$ cat src/rtl/frl_pkg.sv
package frl_pkg;
    localparam int REG_W   = 32;
    localparam int OFS_W   = 4;
    localparam int DLY_LSB = 24;
    localparam int DLY_W   = 8;

    localparam logic [OFS_W-1:0] OFS_LINES  = 4'h0;
    localparam logic [OFS_W-1:0] OFS_LENGTH = 4'h4;
    localparam logic [OFS_W-1:0] OFS_PITCH  = 4'h8;
    localparam logic [OFS_W-1:0] OFS_BASE   = 4'hC;

    typedef enum logic [1:0] {
        ST_IDLE = 2'd0,
        ST_LINE = 2'd1,
        ST_DONE = 2'd2
    } frl_state_e;
endpackage

$ cat src/rtl/frl_regs.sv
module frl_regs
    import frl_pkg::*;
#(
    parameter int ADDR_W   = 32,
    parameter int LEN_W    = 16,
    parameter int CNT_W    = 13,
    parameter int PITCH_W  = 16
) (
    input  logic               clk,
    input  logic               rst_n,
    input  logic               we,
    input  logic [OFS_W-1:0]   ofs,
    input  logic [REG_W-1:0]   wdata,
    input  logic               accept,
    output logic [LEN_W-1:0]   len_q,
    output logic [PITCH_W-1:0] pitch_q,
    output logic [ADDR_W-1:0]  base_q,
    output logic [DLY_W-1:0]   dly_q,
    output logic [CNT_W-1:0]   count_w,
    output logic               launch_ok,
    output logic               err_q
);
    localparam int CMP_W = (PITCH_W > LEN_W) ? PITCH_W : LEN_W;

    logic wr_en;
    logic launch;
    logic geom_ok;
    logic launch_bad;

    assign wr_en      = we && accept;
    assign launch     = wr_en && (ofs == OFS_LINES);
    assign count_w    = wdata[CNT_W-1:0];
    assign geom_ok    = (len_q != '0) && (count_w != '0) &&
                        (CMP_W'(pitch_q) >= CMP_W'(len_q));
    assign launch_ok  = launch && geom_ok;
    assign launch_bad = launch && !geom_ok;

    always_ff @(posedge clk or negedge rst_n) begin
        if (!rst_n) begin
            len_q   <= '0;
            pitch_q <= '0;
            base_q  <= '0;
            dly_q   <= '0;
        end else if (wr_en) begin
            unique case (ofs)
                OFS_LENGTH: len_q <= wdata[LEN_W-1:0];
                OFS_PITCH: begin
                    pitch_q <= wdata[PITCH_W-1:0];
                    dly_q   <= wdata[DLY_LSB +: DLY_W];
                end
                OFS_BASE:   base_q <= wdata[ADDR_W-1:0];
                default: ;
            endcase
        end
    end

    always_ff @(posedge clk or negedge rst_n) begin
        if (!rst_n)          err_q <= 1'b0;
        else if (launch_bad) err_q <= 1'b1;
        else if (launch_ok)  err_q <= 1'b0;
    end

    // an illegal launch raises the flag
    p_bad_launch_r7: assert property (@(posedge clk) disable iff (!rst_n)
        launch_bad |=> err_q);

    // geometry holds while a frame is running
    p_hold_busy_r9: assert property (@(posedge clk) disable iff (!rst_n)
        !accept |=> ($stable(len_q) && $stable(pitch_q) && $stable(base_q)));
endmodule

$ cat src/rtl/frl_seq.sv
module frl_seq
    import frl_pkg::*;
#(
    parameter int ADDR_W  = 32,
    parameter int CNT_W   = 13,
    parameter int PITCH_W = 16
) (
    input  logic               clk,
    input  logic               rst_n,
    input  logic               launch_ok,
    input  logic [ADDR_W-1:0]  base,
    input  logic [PITCH_W-1:0] pitch,
    input  logic [CNT_W-1:0]   count,
    input  logic               req_ready,
    output logic               req_valid,
    output logic [ADDR_W-1:0]  req_addr,
    output logic               frame_done,
    output logic               idle
);
    frl_state_e       state_q, state_d;
    logic [ADDR_W-1:0] addr_q;
    logic [CNT_W-1:0]  rem_q;
    logic              last;
    logic              take;

    assign last = (rem_q == CNT_W'(1));
    assign take = (state_q == ST_LINE) && req_ready;

    always_ff @(posedge clk or negedge rst_n) begin
        if (!rst_n) state_q <= ST_IDLE;
        else        state_q <= state_d;
    end

    always_comb begin
        state_d = state_q;
        unique case (state_q)
            ST_IDLE: if (launch_ok)          state_d = ST_LINE;
            ST_LINE: if (req_ready && last)  state_d = ST_DONE;
            ST_DONE:                         state_d = ST_IDLE;
            default:                         state_d = ST_IDLE;
        endcase
    end

    always_ff @(posedge clk or negedge rst_n) begin
        if (!rst_n) begin
            addr_q <= '0;
            rem_q  <= '0;
        end else if (state_q == ST_IDLE && launch_ok) begin
            addr_q <= base;
            rem_q  <= count;
        end else if (take && !last) begin
            addr_q <= addr_q + ADDR_W'(pitch);
            rem_q  <= rem_q - CNT_W'(1);
        end
    end

    always_comb begin
        req_valid  = (state_q == ST_LINE);
        frame_done = (state_q == ST_DONE);
        idle       = (state_q == ST_IDLE);
        req_addr   = addr_q;
    end

    // request stable under backpressure
    p_hold_r5: assert property (@(posedge clk) disable iff (!rst_n)
        (req_valid && !req_ready) |=> (req_valid && $stable(req_addr)));

    // one stride per accepted non-final line
    p_step_r4: assert property (@(posedge clk) disable iff (!rst_n)
        (take && !last) |=> (req_valid && req_addr == $past(req_addr) + ADDR_W'($past(pitch))));

    // first line at the base address
    p_first_r3: assert property (@(posedge clk) disable iff (!rst_n)
        (idle && launch_ok) |=> (req_valid && req_addr == $past(base)));

    // completion is a single-cycle pulse
    p_done_pulse_r6: assert property (@(posedge clk) disable iff (!rst_n)
        frame_done |=> (!frame_done && !req_valid));
endmodule

$ cat src/rtl/frame_line_reqgen.sv
module frame_line_reqgen
    import frl_pkg::*;
#(
    parameter int ADDR_W  = 32,
    parameter int LEN_W   = 16,
    parameter int CNT_W   = 13,
    parameter int PITCH_W = 16
) (
    input  logic              clk,
    input  logic              rst_n,
    input  logic              cfg_we,
    input  logic [OFS_W-1:0]  cfg_addr,
    input  logic [REG_W-1:0]  cfg_wdata,
    output logic              req_valid,
    input  logic              req_ready,
    output logic [ADDR_W-1:0] req_addr,
    output logic [LEN_W-1:0]  req_len,
    output logic              frame_done,
    output logic              busy,
    output logic              cfg_err,
    output logic [DLY_W-1:0]  frame_delay
);
    logic [LEN_W-1:0]   len_q;
    logic [PITCH_W-1:0] pitch_q;
    logic [ADDR_W-1:0]  base_q;
    logic [CNT_W-1:0]   count_w;
    logic               launch_ok;
    logic               idle;

    frl_regs #(
        .ADDR_W(ADDR_W), .LEN_W(LEN_W), .CNT_W(CNT_W), .PITCH_W(PITCH_W)
    ) u_regs (
        .clk(clk), .rst_n(rst_n), .we(cfg_we), .ofs(cfg_addr), .wdata(cfg_wdata),
        .accept(idle), .len_q(len_q), .pitch_q(pitch_q), .base_q(base_q),
        .dly_q(frame_delay), .count_w(count_w), .launch_ok(launch_ok), .err_q(cfg_err)
    );

    frl_seq #(
        .ADDR_W(ADDR_W), .CNT_W(CNT_W), .PITCH_W(PITCH_W)
    ) u_seq (
        .clk(clk), .rst_n(rst_n), .launch_ok(launch_ok), .base(base_q),
        .pitch(pitch_q), .count(count_w), .req_ready(req_ready),
        .req_valid(req_valid), .req_addr(req_addr), .frame_done(frame_done), .idle(idle)
    );

    assign req_len = len_q;
    assign busy    = !idle;

    // no request while the error flag is up
    p_err_quiet_r7: assert property (@(posedge clk) disable iff (!rst_n)
        cfg_err |-> !req_valid);
endmodule

$ cat config.mk
export PLATFORM = sky130hd
export DESIGN_NAME = frame_line_reqgen
export DESIGN_NICKNAME = d
export VERILOG_FILES = /design/src/rtl/frl_pkg.sv /design/src/rtl/frl_regs.sv /design/src/rtl/frl_seq.sv /design/src/rtl/frame_line_reqgen.sv
export SDC_FILE = /design/constraint.sdc
export NUM_CORES = 1
export LEC_CHECK = 0
export ABC_CLOCK_PERIOD_IN_PS = 6400
export BUFFER_PORTS_ARGS = -buffer_cell sky130_fd_sc_hd__buf_4
export CAP_MARGIN = 10
export CORE_UTILIZATION = 50
export DETAILED_ROUTE_END_ITERATION = 12
export PLACE_DENSITY_LB_ADDON = 0.05
export REMOVE_ABC_BUFFERS = 1
export SLEW_MARGIN = 40
export SYNTH_ARGS = -nofsm -noshare
export SYNTH_HDL_FRONTEND = slang
export SYNTH_SLANG_ARGS = --single-unit
$ cat constraint.sdc
create_clock -name clk -period 6.4 [get_ports clk]
set_clock_uncertainty 0.15 [all_clocks]
set_input_delay 1.28 -clock clk [delete_from_list [all_inputs] [get_ports clk]]
set_output_delay 1.28 -clock clk [all_outputs]
set_load 0.05 [all_outputs]
==> results_dict.tcl <==
set metrics [dict create \
    status "complete, no violations" \
    syn_to_final_growth_pct 23.5 \
    pwr-share-seq 0.307 \
    row_count 41 \
    final_cell_mix "dfrtp_1 (120), buf_4 (104), nand2_1 (60)" \
    num_antenna_cells 0 \
    final_layout_size_suffix_gt1_frac 0.289 \
    io_pins 100 \
    worstSetupPathType "register to register" \
    worst-r2r-cell-count 10 \
    swShare 0.435 \
    globalplace.congestion 0.868 \
    whs_ns 0.327 \
    worst_pin_slew_ns 0.838 \
    grt_overflow 0 \
    grt_usage 0.273 \
    synthFlopType "dfrtp_1" \
    r2r_setup_slack_ns 2.73 \
    slowest_delay_ns 0.77 \
    crit_start "u_seq.req_addr[0]" \
    antenna_found_initial 0 \
    post-route-period-util 0.574 \
    cts_max_level 4 \
    period_needed_ns 3.67 \
    fillerInstances 1061 \
    cp.arrival_ns 3.82 \
    power_leakage_nw 3.67 \
    final_common_cell "dfrtp_1" \
    syn_avg_cell_area_um2 10.5 \
    p_int_mw 2.32 \
    crit_chain "ha_1 > inv_1 > fa_1 > nand2b_1 > a211oi_1 > o21ai_0 > a211oi_2 > a31oi_1 > a221oi_1 > o31ai_1" \
    r2r_start "u_seq.req_addr[0]" \
    async_flop_share 1.00 \
    synthTopCellsByArea "dfrtp_1 (46%), mux2_2 (9.6%), ha_1 (6.6%)" \
    rsz0062_at_grt "false" \
    wl_mm 17.1 \
    cts_resized 0 \
    path_clk_slew_ns 0.06 \
    synth_edf_count 0 \
    core_um2 12600 \
    synth_top_area_cell "dfrtp_1" \
    synth_area_um2 6480 \
    cts_setup_buffers 0 \
    netSwitchingPower_mw 1.78 \
    fmax_ghz 0.272 \
    slowest_stage "a211oi_2" \
    root_buffer "clkbuf_16" \
    final_max_slew_viol_count 0 \
    drc_errors 0 \
    cts_buffer_depth 2 \
    hold_violations 0 \
    grt_max_degree 71 \
    ys_types 66 \
    dr_total_vias 5450 \
    irDropWorstVdd_v 0.000236 \
    hold_path_class "register to register" \
    r2r-end "u_seq.req_addr[20]" \
    grt_pass1_wl_mm 27.4 \
    die_h_um 116 \
    io_buffers 99 \
    cts_sinks 120 \
    p_clk_frac 0.239 \
    multi_input_area_um2 3230 \
    worst_setup_path_start_kind "register" \
    numCtsBuffers 17 \
    dp_hpwl_mm 12.0 \
    dieArea_um2 13400 \
    first_global_vias 5218 \
    end_kind "register" \
    ys_ff_latch 120 \
    drv_cap 0 \
    critPathMaxFanout 10 \
    yosysSeqAreaShare 0.463 \
    setup_tns_ns 0 \
    cts_tree "built" \
    ctsHoldBuffers 0 \
    ys_warn_count 0 \
    combPwrFrac 0.454 \
    maxSlewHeadroom 0.440 \
    drt_iter0_markers 389 \
    fp.dieW_um 116 \
    firstDrtPassIters 5 \
    p_per_area_nw_per_um2 513 \
    initial_core_util 0.514 \
    final-seq-area_um2 3000 \
    synthCells 618 \
    cp-endpoint "u_seq.req_addr[20]" \
    nets 795 \
    wl_per_cell_um 18.9 \
    ant_nets 0 \
    setup-violations-final 0 \
    crit_required_ns 6.55 \
    synth_top_cell_area_share 0.463 \
    clk-insertion-delay-late_ns 0.43 \
    via_per_inst 6.02 \
]
[worst max-delay path, delay by kind of cell (launching register included)]
kind	cells	cell delay [ns]
AOI/OAI and AO/OA	6	2.08
DFF	1	0.38
and+or+nand+nor	1	0.21
adders and majority gates	2	0.64
buffers and inverters	1	0.08
[synthesized netlist by cell type, drive strengths merged (10+ instances only)]
master / instances
a221o: 12
nand2: 60
a22oi: 12
nand3: 20
inv: 32
o21ai: 51
o211ai: 10
clkbuf: 10
buf: 14
mux2: 55
nor3: 13
xnor2: 10
ha: 34
nor2: 32
a21oi: 28
dfrtp: 120
[routing by layer]
| layer | track usage | vias up | wire length [um] |
|---|---|---|---|
| met4 | 0.115 | 0 | 384 |
| met5 | 0 | - | 0 |
| li1 | - | 2497 | - |
| met2 | 0.428 | 200 | 8060 |
| met3 | 0.0533 | 30 | 1130 |
| met1 | 0.371 | 2723 | 7530 |
[area by class of cell]
type | count | share of cell area
clock buffer | 17 | 0.0531
clock inverter | 15 | 0.0225
inverter | 32 | 0.0150
multi-input combinational | 442 | 0.403
sequential | 120 | 0.375
tap | 172 | 0.0269
timing repair buffer | 107 | 0.104
[registers in the layout, indices dropped and copies added, names as in the netlist]
signal / count
u_seq.req_addr: 32
u_regs.base_q: 32
u_seq.rem_q: 13
u_seq.state_q: 2
u_regs.dly_q: 8
u_regs.pitch_q: 16
u_regs.len_q: 16
u_regs.err_q: 1
[worst min path at each step]
stage	start	end	slack, ns	cells after the start
final	u_regs.base_q[19]	u_seq.req_addr[19]	0.33	2
after global routing	u_regs.base_q[4]	u_seq.req_addr[4]	0.36	1
after CTS	u_regs.base_q[19]	u_seq.req_addr[19]	0.33	2
after detailed placement	u_regs.base_q[19]	u_seq.req_addr[19]	0.32	2
after global placement	u_regs.base_q[26]	u_seq.req_addr[26]	0.32	2
after floorplan	u_regs.base_q[19]	u_seq.req_addr[19]	0.29	2
[cells by family after synthesis]
| kind of cell | synth area share |
|---|---|
| AND/OR/NAND/NOR | 0.139 |
| AO/OA/AOI/OAI | 0.172 |
| flip-flops | 0.463 |
| buffers and inverters | 0.0411 |
| multiplexers | 0.0956 |
| adder cells (fa/ha/maj) | 0.0687 |
| XOR/XNOR | 0.0203 |
[through the flow]
stage / std cells / worst slack, ns / utilization / cell area [um^2] / total power [mW]
3_3_place_gp: 871 / 2.50 / 0.582 / 7350 / 3.06
6_report: 905 / 2.73 / 0.634 / 8000 / 4.10
4_1_cts: 905 / 2.81 / 0.634 / 8000 / 4.10
2_1_floorplan: 594 / 2.49 / - / 6330 / 2.55
5_1_grt: 905 / 2.59 / 0.634 / 8000 / 4.34
3_5_place_dp: 873 / 2.45 / 0.586 / 7390 / 3.11
[power by group through the flow]
stage / Clock, mW / Combinational (mW) / Sequential [mW]
5_1_grt: 1.03 / 2.02 / 1.30
3_3_place_gp: 0 / 1.80 / 1.26
2_1_floorplan: 0 / 0.898 / 1.65
6_report: 0.979 / 1.86 / 1.26
4_1_cts: 0.984 / 1.86 / 1.26
3_5_place_dp: 0 / 1.84 / 1.27
Note: power is estimated with default switching activity, not from simulation.
